File: config.mk
export PLATFORM = sky130hd
export DESIGN_NAME = uart_line_mode_ctrl
export DESIGN_NICKNAME = d
export VERILOG_FILES = /design/src/rtl/lmc_pkg.sv /design/src/rtl/lmc_ctrl_reg.sv /design/src/rtl/lmc_mode_fsm.sv /design/src/rtl/lmc_route.sv /design/src/rtl/lmc_modem_out.sv /design/src/rtl/uart_line_mode_ctrl.sv
export SDC_FILE = /design/constraint.sdc
export NUM_CORES = 1
export LEC_CHECK = 0
export ABC_AREA = 1
export CAP_MARGIN = 20
export CORE_AREA = 3 3 40 42
export DETAILED_ROUTE_END_ITERATION = 6
export DIE_AREA = 0 0 43 45
export PLACE_DENSITY = 0.65
export SLEW_MARGIN = 20
export SYNTH_ARGS = -nofsm -noshare
export SYNTH_HDL_FRONTEND = slang
export SYNTH_HIERARCHICAL = 1
export SYNTH_SLANG_ARGS = --single-unit
File: constraint.sdc
create_clock -name clk -period 0.8 [get_ports clk]
set_input_delay 0.08 -clock clk [delete_from_list [all_inputs] [get_ports clk]]
set_output_delay 0.08 -clock clk [all_outputs]
set_load 0.02 [all_outputs]
File: src/rtl/lmc_pkg.sv
package lmc_pkg;

    localparam int CTRL_W   = 8;
    localparam int MODE_LSB = 0;
    localparam int MODE_W   = 2;
    localparam int RXEN_BIT = 2;
    localparam int RTS_BIT  = 3;
    localparam int DTR_BIT  = 4;
    localparam int IRQ_BIT  = 5;
    localparam int MIRQ_BIT = 6;
    localparam int RSVD_BIT = 7;

    typedef enum logic [MODE_W-1:0] {
        LM_NORMAL = 2'b00,
        LM_BREAK  = 2'b01,
        LM_ECHO   = 2'b10,
        LM_LOOP   = 2'b11
    } line_mode_e;

    typedef enum logic [1:0] {
        SDO_TX    = 2'b00,
        SDO_SPACE = 2'b01,
        SDO_PIN   = 2'b10,
        SDO_MARK  = 2'b11
    } sdo_src_e;

    typedef struct packed {
        logic mirq_en;
        logic irq_en;
        logic dtr;
        logic rts;
        logic rx_en;
    } ctrl_flags_t;

endpackage

File: src/rtl/lmc_ctrl_reg.sv
module lmc_ctrl_reg
    import lmc_pkg::*;
#(
    parameter int W = CTRL_W
) (
    input  logic         clk,
    input  logic         rst_n,
    input  logic         wr_en,
    input  logic [W-1:0] wr_data,
    output ctrl_flags_t  flags
);

    ctrl_flags_t flags_q;

    // Mode bits belong to the state machine; the reserved bit is dropped.
    logic unused_fields;
    assign unused_fields = ^{wr_data[MODE_LSB +: MODE_W], wr_data[RSVD_BIT]};

    always_ff @(posedge clk or negedge rst_n) begin
        if (!rst_n) begin
            flags_q <= '0;
        end else if (wr_en) begin
            flags_q.rx_en   <= wr_data[RXEN_BIT];
            flags_q.rts     <= wr_data[RTS_BIT];
            flags_q.dtr     <= wr_data[DTR_BIT];
            flags_q.irq_en  <= wr_data[IRQ_BIT];
            flags_q.mirq_en <= wr_data[MIRQ_BIT];
        end
    end

    assign flags = flags_q;

endmodule

File: src/rtl/lmc_mode_fsm.sv
module lmc_mode_fsm
    import lmc_pkg::*;
#(
    parameter int MW = MODE_W
) (
    input  logic          clk,
    input  logic          rst_n,
    input  logic          wr_en,
    input  logic [MW-1:0] mode_wr,
    output line_mode_e    state,
    output sdo_src_e      sdo_src,
    output logic          rx_from_tx,
    output logic          tx_run
);

    line_mode_e state_q;
    line_mode_e state_d;

    // Next state: load-mode on a write, hold otherwise.
    always_comb begin
        state_d = state_q;
        if (wr_en) begin
            unique case (mode_wr)
                2'b00:   state_d = LM_NORMAL;
                2'b01:   state_d = LM_BREAK;
                2'b10:   state_d = LM_ECHO;
                default: state_d = LM_LOOP;
            endcase
        end
    end

    // State register
    always_ff @(posedge clk or negedge rst_n) begin
        if (!rst_n) begin
            state_q <= LM_NORMAL;
        end else begin
            state_q <= state_d;
        end
    end

    // Per-state routing outputs
    always_comb begin
        sdo_src    = SDO_TX;
        rx_from_tx = 1'b0;
        tx_run     = 1'b1;
        unique case (state_q)
            LM_NORMAL: begin
                sdo_src    = SDO_TX;
                rx_from_tx = 1'b0;
                tx_run     = 1'b1;
            end
            LM_BREAK: begin
                sdo_src    = SDO_SPACE;
                rx_from_tx = 1'b0;
                tx_run     = 1'b1;
            end
            LM_ECHO: begin
                sdo_src    = SDO_PIN;
                rx_from_tx = 1'b0;
                tx_run     = 1'b0;
            end
            LM_LOOP: begin
                sdo_src    = SDO_MARK;
                rx_from_tx = 1'b1;
                tx_run     = 1'b1;
            end
        endcase
    end

    assign state = state_q;

endmodule

File: src/rtl/lmc_route.sv
module lmc_route
    import lmc_pkg::*;
#(
    parameter logic IDLE_LEVEL = 1'b1
) (
    input  sdo_src_e sdo_src,
    input  logic     rx_from_tx,
    input  logic     rx_en,
    input  logic     tx_serial,
    input  logic     sdi_pin,
    output logic     sdo_pin,
    output logic     rx_serial
);

    logic rx_src;

    always_comb begin
        unique case (sdo_src)
            SDO_TX:    sdo_pin = tx_serial;
            SDO_SPACE: sdo_pin = ~IDLE_LEVEL;
            SDO_PIN:   sdo_pin = sdi_pin;
            SDO_MARK:  sdo_pin = IDLE_LEVEL;
        endcase
    end

    assign rx_src    = rx_from_tx ? tx_serial : sdi_pin;
    assign rx_serial = rx_en ? rx_src : IDLE_LEVEL;

endmodule

File: src/rtl/lmc_modem_out.sv
module lmc_modem_out #(
    parameter int N          = 2,
    parameter bit ACTIVE_LOW = 1'b1
) (
    input  logic [N-1:0] ctl,
    output logic [N-1:0] pins
);

    generate
        if (ACTIVE_LOW) begin : g_inv
            assign pins = ~ctl;
        end else begin : g_pass
            assign pins = ctl;
        end
    endgenerate

endmodule

File: src/rtl/uart_line_mode_ctrl.sv
module uart_line_mode_ctrl
    import lmc_pkg::*;
(
    input  logic              clk,
    input  logic              rst_n,
    input  logic              wr_en,
    input  logic [CTRL_W-1:0] wr_data,
    input  logic              tx_serial,
    input  logic              sdi_pin,
    output logic              sdo_pin,
    output logic              rx_serial,
    output logic              tx_run,
    output logic              rts_n,
    output logic              dtr_n,
    output logic              irq_en,
    output logic              modem_irq_en
);

    ctrl_flags_t flags;
    line_mode_e  cur_mode;
    sdo_src_e    sdo_src;
    logic        rx_from_tx;
    logic [1:0]  modem_pins;

    lmc_ctrl_reg #(.W(CTRL_W)) u_ctrl (
        .clk     (clk),
        .rst_n   (rst_n),
        .wr_en   (wr_en),
        .wr_data (wr_data),
        .flags   (flags)
    );

    lmc_mode_fsm #(.MW(MODE_W)) u_fsm (
        .clk        (clk),
        .rst_n      (rst_n),
        .wr_en      (wr_en),
        .mode_wr    (wr_data[MODE_LSB +: MODE_W]),
        .state      (cur_mode),
        .sdo_src    (sdo_src),
        .rx_from_tx (rx_from_tx),
        .tx_run     (tx_run)
    );

    lmc_route #(.IDLE_LEVEL(1'b1)) u_route (
        .sdo_src    (sdo_src),
        .rx_from_tx (rx_from_tx),
        .rx_en      (flags.rx_en),
        .tx_serial  (tx_serial),
        .sdi_pin    (sdi_pin),
        .sdo_pin    (sdo_pin),
        .rx_serial  (rx_serial)
    );

    lmc_modem_out #(.N(2), .ACTIVE_LOW(1'b1)) u_modem (
        .ctl  ({flags.dtr, flags.rts}),
        .pins (modem_pins)
    );

    assign rts_n        = modem_pins[0];
    assign dtr_n        = modem_pins[1];
    assign irq_en       = flags.irq_en;
    assign modem_irq_en = flags.mirq_en;

endmodule

**Word level (Yosys, flattened, before mapping)**

Index checks and enable logic that the tools add are counted.
W data, S select, Z words.

- Memories kept: 0
- Register bits after elaboration: 7
- Bits in read-only memories: 0
- Latch bits: 0
- Bits in writable memories: 0

- Divide/modulo/power cells: 0
- $mul: 0
- Add/sub/neg operators: 0
- Order comparisons: 0
- Shifts and indexed selects: 0
- Equality and inequality tests: 8
- Reduce and logical (&&, ||, !) cells: 5
- Muxes and demuxes: 7
- Bitwise logic cells: 1

Operator list:

| cell | count |
|---|---|
| $eq A2 B2 Y1 const B | 5 |
| $pmux W2 S4 | 1 |
| $eq A2 B1 Y1 const B | 3 |
| $logic_not A2 Y1 | 3 |
| $pmux W2 S3 | 1 |
| $reduce_or A3 Y1 | 2 |
| $pmux W1 S2 | 2 |
| $pmux W1 S4 | 1 |
| $mux W1 | 2 |
| $not A2 Y2 | 1 |

**Logic depth before layout (Yosys ltp)**

Gate-level depths: netlist of run 1.

- Depth in word-level cells: 5
- Mapped depth: 5
- Gate-level depth less buffers: 5

**Cells and area by module**

Netlist of run 1, hierarchy kept.

By module, submodules not included:

| module | cells an instance | times used | area an instance (µm²) | seq. area each (µm²) |
|---|---|---|---|---|
| lmc_ctrl_reg | 21 | 1 | 185.2 | 125.1 |
| lmc_mode_fsm | 15 | 1 | 98.8 | 50.0 |
| lmc_route | 8 | 1 | 32.5 | 0.0 |
| lmc_modem_out | 2 | 1 | 7.5 | 0.0 |

**Worst setup path before layout of run 1**

OpenSTA, ideal clock, no wires.

- Path type: register to output
- Start: reg u_fsm.state_q[0], in the netlist u_fsm/state[0]
- End: out sdo_pin
- Path slack: -0.052 ns
- Stages on the path, launching flop included: 5
- Arrival time: 0.772 ns
- Cell sequence: dfrtp_1 -> clkbuf_1 -> nor2_1 -> nand2_1 -> nand2_1

- Cells in the longest elaborated chain, start to end: 4

RTL lines:

| item | RTL line | text |
|---|---|---|
| from (decl) | lmc_mode_fsm.sv:16 | `line_mode_e state_q;` |
| from (signal assigned) | lmc_mode_fsm.sv:37 | `state_q <= state_d;` |
| $eq A2 B2 Y1 (tied with other cells) | lmc_mode_fsm.sv:46 | `unique case (state_q)` |
| $pmux W2 S4 * | lmc_mode_fsm.sv:46 |  |
| net sdo_src[0] | uart_line_mode_ctrl.sv:21 | `sdo_src_e sdo_src;` |
| $eq A2 B2 Y1 (tied with other cells) | lmc_route.sv:18 | `unique case (sdo_src)` |
| $pmux W1 S4 * | lmc_route.sv:18 |  |
| to (decl) | uart_line_mode_ctrl.sv:10 | `output logic sdo_pin,` |

Mark *: on every way through the listed nets, which the timed path passes. The rest lies on a longest branch.

**Final worst setup path of run 1**

- Start: reg u_fsm.state_q[0], in the netlist u_fsm/state[0]
- End: out rx_serial

- Cells in the longest elaborated chain, start to end: 5

RTL lines:

| item | RTL line | text |
|---|---|---|
| $eq A2 B1 Y1 (tied with other cells) | lmc_mode_fsm.sv:46 |  |
| $reduce_or A3 Y1 (no source line) | n/a |  |
| $pmux W1 S2 * | lmc_mode_fsm.sv:46 |  |
| net rx_from_tx | uart_line_mode_ctrl.sv:22 | `logic rx_from_tx;` |
| $mux W1 * | lmc_route.sv:26 | `assign rx_src = rx_from_tx ? tx_serial : sdi_pin;` |
| $mux W1 * | lmc_route.sv:27 | `assign rx_serial = rx_en ? rx_src : IDLE_LEVEL;` |
| to (decl) | uart_line_mode_ctrl.sv:11 | `output logic rx_serial,` |

Marked as above.

==> run_results.csv, run 1 <==
group,metric,value,unit
setup_path,crit_chain,"nand2_1, inv_1, inv_1, nand2_1, nand3_2, buf_6",
setup_path,cp-end-kind,"output pin",
layout,syn_to_final_growth,84.6,%
setup_path,crit_path_start_kind,"register",
routing,vias,339,
synth,syn_nets,59,
layout,layout.nets,85,
sta,relSlewSlack,78.2,%
run_status,violations,"negative setup slack",
cts,hold_buffers,0,
layout,fill_cells,141,
run,maxCapViolations,0,
sta,setup_ws,-0.341,ns
layout,post-route-util,46.5,%
sta,maxSlewViolCount,0,
grt,antenna_found_initial,0,
routing,drt_iter0_markers,1,
setup_path,cp_num_buf_inv,3,
layout,ff_latch_area,175,sq um
run_status,outcome,"complete, but fails checks",
pwr,intPower,0.737,mW
sta,rsz0062_at_grt,"yes",
floorplan,die_h,45,microns
synth,syn_inst,46,
setup_path,crit_arrival,1.06,ns
synth,synth.area.top_cells,"dfrtp_1, nand2_1, inv_1",
cts,cts_buffer_depth,2,
floorplan,core,0.00128,sq mm
layout,final_common_cell,"nand2_1",
layout,drive_above_1_share,29.6,%
floorplan,rows,13,
cts,clock_sinks,7,
grt,grt_pass1_vias,304,
routing,ant_nets,0,
synth,synth_top_area_share,54.1,%
layout,layout.cells.most_common_list,"nand2_1, clkdlybuf4s50_1, buf_6, dfrtp_1, buf_4",
cts,clk_latency,0.24,ns
synth,syn_avg_cell_area,7.04,sq um
synth,synth_seq_area_share,54.1,%
grt,grt.total_usage,7.80,%
sta,finalCriticalPeriod,1.14,ns
placement,dpl.hpwl,549,microns
cts,clock-root-buffer,"clkbuf_4",
routing,vias_per_cell,3.94,
grt,grt_max_degree,8,
synth,synth_warnings,6,
sta,fin_skew,0,ns
layout,diodes,0,
cts,clkTransAtPathRegs,0.05,ns
setup_path,slowest_stage,"dfrtp_1",
routing,route.detailed.drc,0,
routing,wl,683,microns
placement,portBuffers,18,
grt,grt.overflow.total,0,
sta,setup_viol,8,
synth,synth_seq_cells,7,
floorplan,die_w,43,microns
cts,cts_made_buffers,3,
pwr,ir_drop,759,uV
grt,grt_pass1_wl,1130,microns
sta,hold_viol,0,
routing,dr.pass1.iters,2,
setup_path,crit_path_max_fanout,5,
layout,multi_input_area,125,sq um
floorplan,die_area,0.00194,sq mm
pwr,combPwrFrac,28.1,%
floorplan,start_util,25.2,%
pwr,seq_power_share,41.0,%
setup_path,cp.required,0.72,ns
sta,tightest_slew,0.325,ns
pwr,power_density,1680,mW/mm^2
sta,max_freq,877,MHz
setup_path,critPathMaxStageDelay,0.39,ns
setup_path,crit_family,"flip-flops",
floorplan,ios,20,
placement,place_congestion,0.684,
cts,cts_tree,"done",
setup_path,critPathKind,"register to output pin",
synth,yosysTopAreaCell,"dfrtp_1",
pwr,swShare,26.7,%
pwr,p_leak,0.323,nW
hold_path,min_path_type,"primary input to asynchronous set/reset pin",
sta,fin_tns_setup,-1.16,ns
synth,ys_types,8,
pwr,p_clk_share,30.9,%
pwr,p_switching,0.269,mW
sta,period_share,143,%
routing,routedWlPerCell,7.94,microns
synth,netlist_area,324,sq um
cts,htree_levels,1,
==> registers in the layout, summed over array words and instances, names as in the netlist <==
| register | count |
|---|---|
| u_fsm/state | 2 |
| u_ctrl/flags | 5 |
==> cells by family after synthesis <==
| family | synth area share [%] |
|---|---|
| AO/OA/AOI/OAI | 1.54 |
| flip-flops | 54.1 |
| AND/OR/NAND/NOR | 34.0 |
| buffers and inverters | 10.4 |
==> cells in the mapped netlist (all sizes together) <==
master and number:
nor2 1, dfrtp 7, inv 7, o21ai 1, clkbuf 2, nand2 27
nand3 1
==> per-layer routing <==
layer / vias up / track usage [%] / wire length (microns)
li1: 183 / - / -
met1: 140 / 9.61 / 269
met2: 16 / 11.4 / 318
met3: 0 / 3.98 / 95
met4: 0 / 3.61 / 0
met5: - / 0 / 0
==> path summary, 6_finish.rpt <==
path / from / endpoint / slack, ns / depth (start not counted)
worst max-delay path: u_fsm/state[0] / rx_serial / -0.34 / 6
worst min-delay path: rst_n / u_ctrl/flags[4] / 0.1 / 1
worst max register to register: u_fsm/state[0] / u_fsm/state[0] / -0.05 / 4
worst min register to register: u_ctrl/flags[4] / u_ctrl/flags[4] / 0.49 / 2
max in group asynchronous: rst_n / u_ctrl/flags[2] / 0.46 / 1
min in group clk: wr_data[5] / u_ctrl/flags[3] / 0.37 / 3
==> worst reg2reg max path: stages (launching register included) <==
cell and delay [ns]:
dfrtp_1 0.41, buf_4 0.15, buf_6 0.10, nand2_1 0.05
nand2_1 0.04
==> what timing repair did <==
item                       4_1_cts  5_1_grt
setup buffers                    1        0
gates resized for setup         42        3
gates cloned                     0        0
setup endpoints to repair        7        8
pin swaps                        1        0
==> layout make-up <==
cell class                 instances  share of cell area (%)
clock buffer                       4                    4.39
sequential                         7                    29.3
tap                               15                    3.14
timing repair buffer              23                    37.9
inverter                           7                    4.39
multi-input combinational         30                    20.9
==> power by group through the flow <==
stage          Sequential (mW)  Combinational [mW]  Clock, mW
3_3_place_gp             0.415               0.265          0
2_1_floorplan            0.421               0.100          0
4_1_cts                  0.410               0.285      0.337
6_report                 0.412               0.283      0.311
5_1_grt                  0.417               0.311      0.361
3_5_place_dp             0.414               0.268          0
==> metrics by stage <==
stage	hold WS, ns	setup WS [ns]	instance area (sq um)	total power, mW	instances
2_1_floorplan	-0.216	-0.0110	332	0.521	46
3_3_place_gp	0.363	-0.566	553	0.679	81
3_5_place_dp	0.374	-0.576	553	0.682	81
4_1_cts	0.103	-0.366	596	1.03	86
5_1_grt	0.103	-0.450	598	1.09	86
6_report	0.0964	-0.341	598	1.01	86
Power figures use the tool's default switching activity.
==> run 2, diff against run 1 <==
- TNS_END_PERCENT: unset -> 30
==> run 2 against run 1 <==
  * The flow still finishes with violations (negative setup slack)
  * Count of clock-buffer cells in the layout unchanged
  * Cell count increased by 3.5%
  * Critical path depth decreased by 2
  * Critical path type unchanged
  * Clock power rose by 3%
  * Final area increased by 1.9%
  * Routed wire length grew 11%
  * Sequential share of layout area fell by 0.54 points
  * First-iteration DRC count rose to 6.0 times the previous value
  * Clock skew unchanged
  * Combinational power up 2%
  * Worst hold slack worse by 0.0025 ns
  * Setup slack lost 0.046 ns
==> run_results.csv, run 2 (same netlist as run 1, synthesis figures left out) <==
group,metric,value,unit
setup_path,crit_path_max_fanout,4,
routing,vias_per_cell,3.84,
pwr,ir_drop,873,uV
placement,dpl.hpwl,576,microns
sta,finalCriticalPeriod,1.19,ns
grt,grt_pass1_vias,322,
sta,tightest_slew,0.331,ns
placement,dp_slack,-0.583,ns
grt,antenna_found_initial,0,
routing,dr.pass1.iters,4,
sta,hold_viol,0,
floorplan,die_w,43,microns
setup_path,crit_arrival,1.11,ns
pwr,p_leak,0.335,nW
layout,drive_above_1_share,31.1,%
cts,cts_tree,"done",
floorplan,core,0.00128,sq mm
sta,rsz0062_at_grt,"yes",
cts,cts_buffer_depth,2,
sta,setup_ws,-0.386,ns
floorplan,start_util,25.2,%
setup_path,cp-end-kind,"output pin",
layout,syn_to_final_growth,88.0,%
floorplan,die_h,45,microns
routing,vias,342,
grt,grt.total_usage,8.72,%
run,maxCapViolations,0,
grt,grt.overflow.total,0,
setup_path,critPathKind,"register to output pin",
setup_path,cp.required,0.72,ns
layout,layout.cells.most_common_list,"nand2_1, clkdlybuf4s50_1, buf_4",
layout,largest_reg_flops,5,
routing,ant_nets,0,
routing,route.detailed.drc,0,
run_status,outcome,"complete, but fails checks",
floorplan,die_area,0.00194,sq mm
routing,wl,760,microns
cts,clock-root-buffer,"clkbuf_4",
routing,routedWlPerCell,8.54,microns
layout,layout.nets,88,
layout,final_common_cell,"nand2_1",
cts,clkTransAtPathRegs,0.05,ns
cts,htree_levels,1,
pwr,power_density,1680,mW/mm^2
sta,fin_skew,0,ns
setup_path,crit_path_start_kind,"register",
layout,diodes,0,
sta,max_freq,843,MHz
placement,place_inst,83,
sta,setup_viol,7,
placement,place_congestion,0.700,
sta,relSlewSlack,77.9,%
cts,hold_buffers,0,
cts,cts_made_buffers,3,
placement,portBuffers,18,
cts,clk_latency,0.25,ns
routing,drt_iter0_markers,6,
cts,clock_sinks,7,
sta,maxSlewViolCount,0,
floorplan,ios,20,
grt,grt_pass1_wl,1200,microns
hold_path,min_path_type,"primary input to asynchronous set/reset pin",
sta,period_share,148,%
run_status,violations,"negative setup slack",
grt,grt_max_degree,8,
floorplan,rows,13,
layout,final_cells,89,
run 2: per-layer routing:
layer	vias to the layer above	GRT usage, %	routed length [microns]
li1	188	-	-
met1	136	8.87	317
met2	18	13.5	352
met3	0	4.38	91
met4	0	7.23	0
met5	-	0	0
run 2: power by group:
group	internal, mW	leakage [nW]	switching, mW
Clock	0.190	0.0150	0.131
Combinational	0.162	0.235	0.128
Sequential	0.386	0.0853	0.0236
run 2: path summary, 6_finish.rpt:
| kind | depth (start not counted) | from | end | slack, ns |
|---|---|---|---|---|
| setup / recovery | 4 | u_fsm/state[0] | sdo_pin | -0.39 |
| hold / removal | 1 | rst_n | u_ctrl/flags[0] | 0.09 |
| setup reg to reg | 3 | u_fsm/state[0] | u_fsm/state[0] | 0.05 |
| hold reg to reg | 2 | u_ctrl/flags[4] | u_ctrl/flags[4] | 0.47 |
| max in group asynchronous | 1 | rst_n | u_fsm/state[0] | 0.46 |
| min in group clk | 3 | wr_data[0] | u_fsm/state[0] | 0.36 |
run 2: critical path, cell delays in order (launching register included):
cell and delay [ns]:
dfrtp_1 0.41, buf_4 0.15, o21ai_2 0.12, nand2_2 0.06
buf_6 0.12
run 2: timing repair:
| item | in CTS | in global routing |
|---|---|---|
| gates resized for setup | 37 | 4 |
| cloned | 0 | 0 |
| pin swaps | 1 | 1 |
| setup endpoints to repair | 7 | 8 |
| buffers inserted | 1 | 1 |
| hold endpoints to repair | 0 | 0 |
run 2: area by class of cell:
type | count | area [sq um]
multi-input combinational | 30 | 126
fill | 138 | 676
clock buffer | 4 | 26.3
tap | 15 | 18.8
sequential | 7 | 175
timing repair buffer | 26 | 236
inverter | 7 | 26.3
run 2: stage by stage:
| stage | cell area, sq um | hold WS [ns] | util, % | setup TNS (ns) | power, mW |
|---|---|---|---|---|---|
| 2_1_floorplan | 327 | -0.216 | - | -0.0133 | 0.518 |
| 3_3_place_gp | 563 | 0.368 | 43.8 | -3.76 | 0.684 |
| 3_5_place_dp | 563 | 0.371 | 43.8 | -3.76 | 0.687 |
| 4_1_cts | 591 | 0.0970 | 46.0 | -1.38 | 1.03 |
| 5_1_grt | 609 | 0.102 | 47.4 | -1.69 | 1.09 |
| 6_report | 609 | 0.0939 | 47.4 | -1.33 | 1.02 |
==> run 3, diff against run 2 <==
- TNS_END_PERCENT: 30 -> 10
==> run 3 against run 2 <==
  * The flow still finishes with violations (negative setup slack)
  * Global-route usage unchanged
  * Core utilization down 0.19 points
  * Register-to-register slack about the same
  * Setup slack worse by 0.0025 ns
  * Routed wire length up 0.92%
  * Clock skew unchanged
  * Sequential power about the same
  * Critical endpoint unchanged
  * Largest cell class unchanged
  * Largest power group unchanged
==> run_results.csv, run 3 (same netlist as run 1, synthesis figures left out) <==
group,metric,value,unit
sta,rsz0062_at_grt,"yes",
cts,cts_made_buffers,3,
cts,clock_sinks,7,
run_status,outcome,"complete, but fails checks",
pwr,p_switching,0.283,mW
layout,final_cells,89,
sta,tightest_slew,0.332,ns
grt,grt_max_degree,8,
layout,final_common_cell,"nand2_1",
floorplan,die_h,45,microns
sta,relSlewSlack,77.8,%
layout,post-route-util,47.2,%
layout,layout.nets,88,
cts,clkTransAtPathRegs,0.05,ns
layout,layout.cells.most_common_list,"nand2_1, clkdlybuf4s50_1, buf_4, dfrtp_1",
pwr,p_leak,0.333,nW
setup_path,crit_path_max_fanout,4,
pwr,swShare,27.7,%
layout,drive_above_1_share,31.1,%
setup_path,cp_num_buf_inv,2,
sta,fin_skew,0,ns
sta,setup_ws,-0.389,ns
setup_path,critPathMaxStageDelay,0.41,ns
layout,diodes,0,
floorplan,die_area,0.00194,sq mm
cts,cts_buffer_depth,2,
pwr,combPwrFrac,28.2,%
setup_path,cp-end-kind,"output pin",
sta,worst_hold_slack,0.0941,ns
grt,grt_pass1_wl,1200,microns
pwr,p_clk_share,31.5,%
floorplan,rows,13,
setup_path,critPathKind,"register to output pin",
cts,cts_tree,"done",
grt,grt.total_usage,8.72,%
grt,grt.overflow.total,0,
cts,clock-root-buffer,"clkbuf_4",
setup_path,slowest_stage,"dfrtp_1",
placement,dpl.hpwl,576,microns
placement,place_area,563,sq um
run,maxCapViolations,0,
setup_path,crit_arrival,1.11,ns
pwr,intPower,0.736,mW
run_status,violations,"negative setup slack",
floorplan,core,0.00128,sq mm
pwr,total_power,1.02,mW
sta,max_freq,841,MHz
sta,period_share,149,%
routing,drt_iter0_markers,6,
routing,dr.pass1.iters,3,
pwr,power_density,1680,mW/mm^2
routing,route.detailed.drc,0,
setup_path,crit_path_start_kind,"register",
sta,maxSlewViolCount,0,
floorplan,start_util,25.2,%
floorplan,die_w,43,microns
grt,grt_pass1_vias,322,
hold_path,min_path_type,"primary input to asynchronous set/reset pin",
routing,routedWlPerCell,8.62,microns
sta,setup_viol,7,
routing,vias,342,
routing,ant_nets,0,
sta,hold_viol,0,
layout,fill_cells,140,
sta,fin_tns_setup,-1.36,ns
layout,largest_reg_flops,5,
sta,finalCriticalPeriod,1.19,ns
setup_path,worst_path_most_repeated_cell,"buf_6",
setup_path,crit_chain,"buf_6, o21ai_2, nand2_2, buf_6",
pwr,ir_drop,872,uV
pwr,seq_power_share,40.3,%
cts,htree_levels,1,
placement,portBuffers,18,
setup_path,crit_family,"flip-flops",
routing,vias_per_cell,3.84,
placement,place_congestion,0.700,
setup_path,cp.required,0.72,ns
placement,place_inst,83,
layout,design_area,607,sq um
floorplan,ios,20,
placement,dp_slack,-0.583,ns
routing,wl,767,microns
grt,antenna_found_initial,0,
layout,syn_to_final_growth,87.3,%
cts,clk_latency,0.25,ns
run 3: cell count changes in the layout (fill, tap and decap cells not counted):
cell,change
buf_4,-1
buf_2,+1
run 3: path summary, 6_finish.rpt:
check                                  endpoint  cells after the start            start  slack (ns)
worst max register to register   u_fsm/state[0]                      3   u_fsm/state[0]        0.04
worst max-delay path                    sdo_pin                      4   u_fsm/state[0]       -0.39
worst min-delay path            u_ctrl/flags[0]                      1            rst_n        0.09
worst min register to register  u_ctrl/flags[4]                      2  u_ctrl/flags[4]        0.47
max in group asynchronous        u_fsm/state[0]                      1            rst_n        0.46
min in group clk                 u_fsm/state[0]                      3       wr_data[0]        0.36
run 3: layout make-up:
class / count / area, sq um / area share (%)
repair buffers: 26 / 234 / 38.6
flip-flops and latches: 7 / 175 / 28.9
multi-input cells: 30 / 126 / 20.8
clock buffers: 4 / 26.3 / 4.33
inverters: 7 / 26.3 / 4.33
well taps: 15 / 18.8 / 3.09
run 3: worst reg2reg max path: cells and delay by family, from the launching register on:
| kind | cells | cell delay [ns] |
|---|---|---|
| simple gates | 2 | 0.09 |
| flops | 1 | 0.41 |
| buf+inv | 1 | 0.15 |
run 3: what timing repair did:
action	4_1_cts	5_1_grt
resized for setup	35	5
hold buffers	0	0
endpoints found under the setup margin	7	8
pin swaps	1	2
buffers inserted	1	1
run 3: routing by layer:
metal	global-route usage, %	vias to the layer above	wire length, microns
met1	8.87	136	321
met3	4.38	0	93
met4	7.23	0	0
met5	0	-	0
li1	-	188	-
met2	13.5	18	352
run 3: power by group through the flow:
stage          clock network (mW)  registers [mW]  logic (mW)
2_1_floorplan                   0           0.420      0.0983
3_3_place_gp                    0           0.413       0.271
3_5_place_dp                    0           0.414       0.273
4_1_cts                     0.338           0.408       0.269
5_1_grt                     0.364           0.415       0.311
6_report                    0.321           0.410       0.287
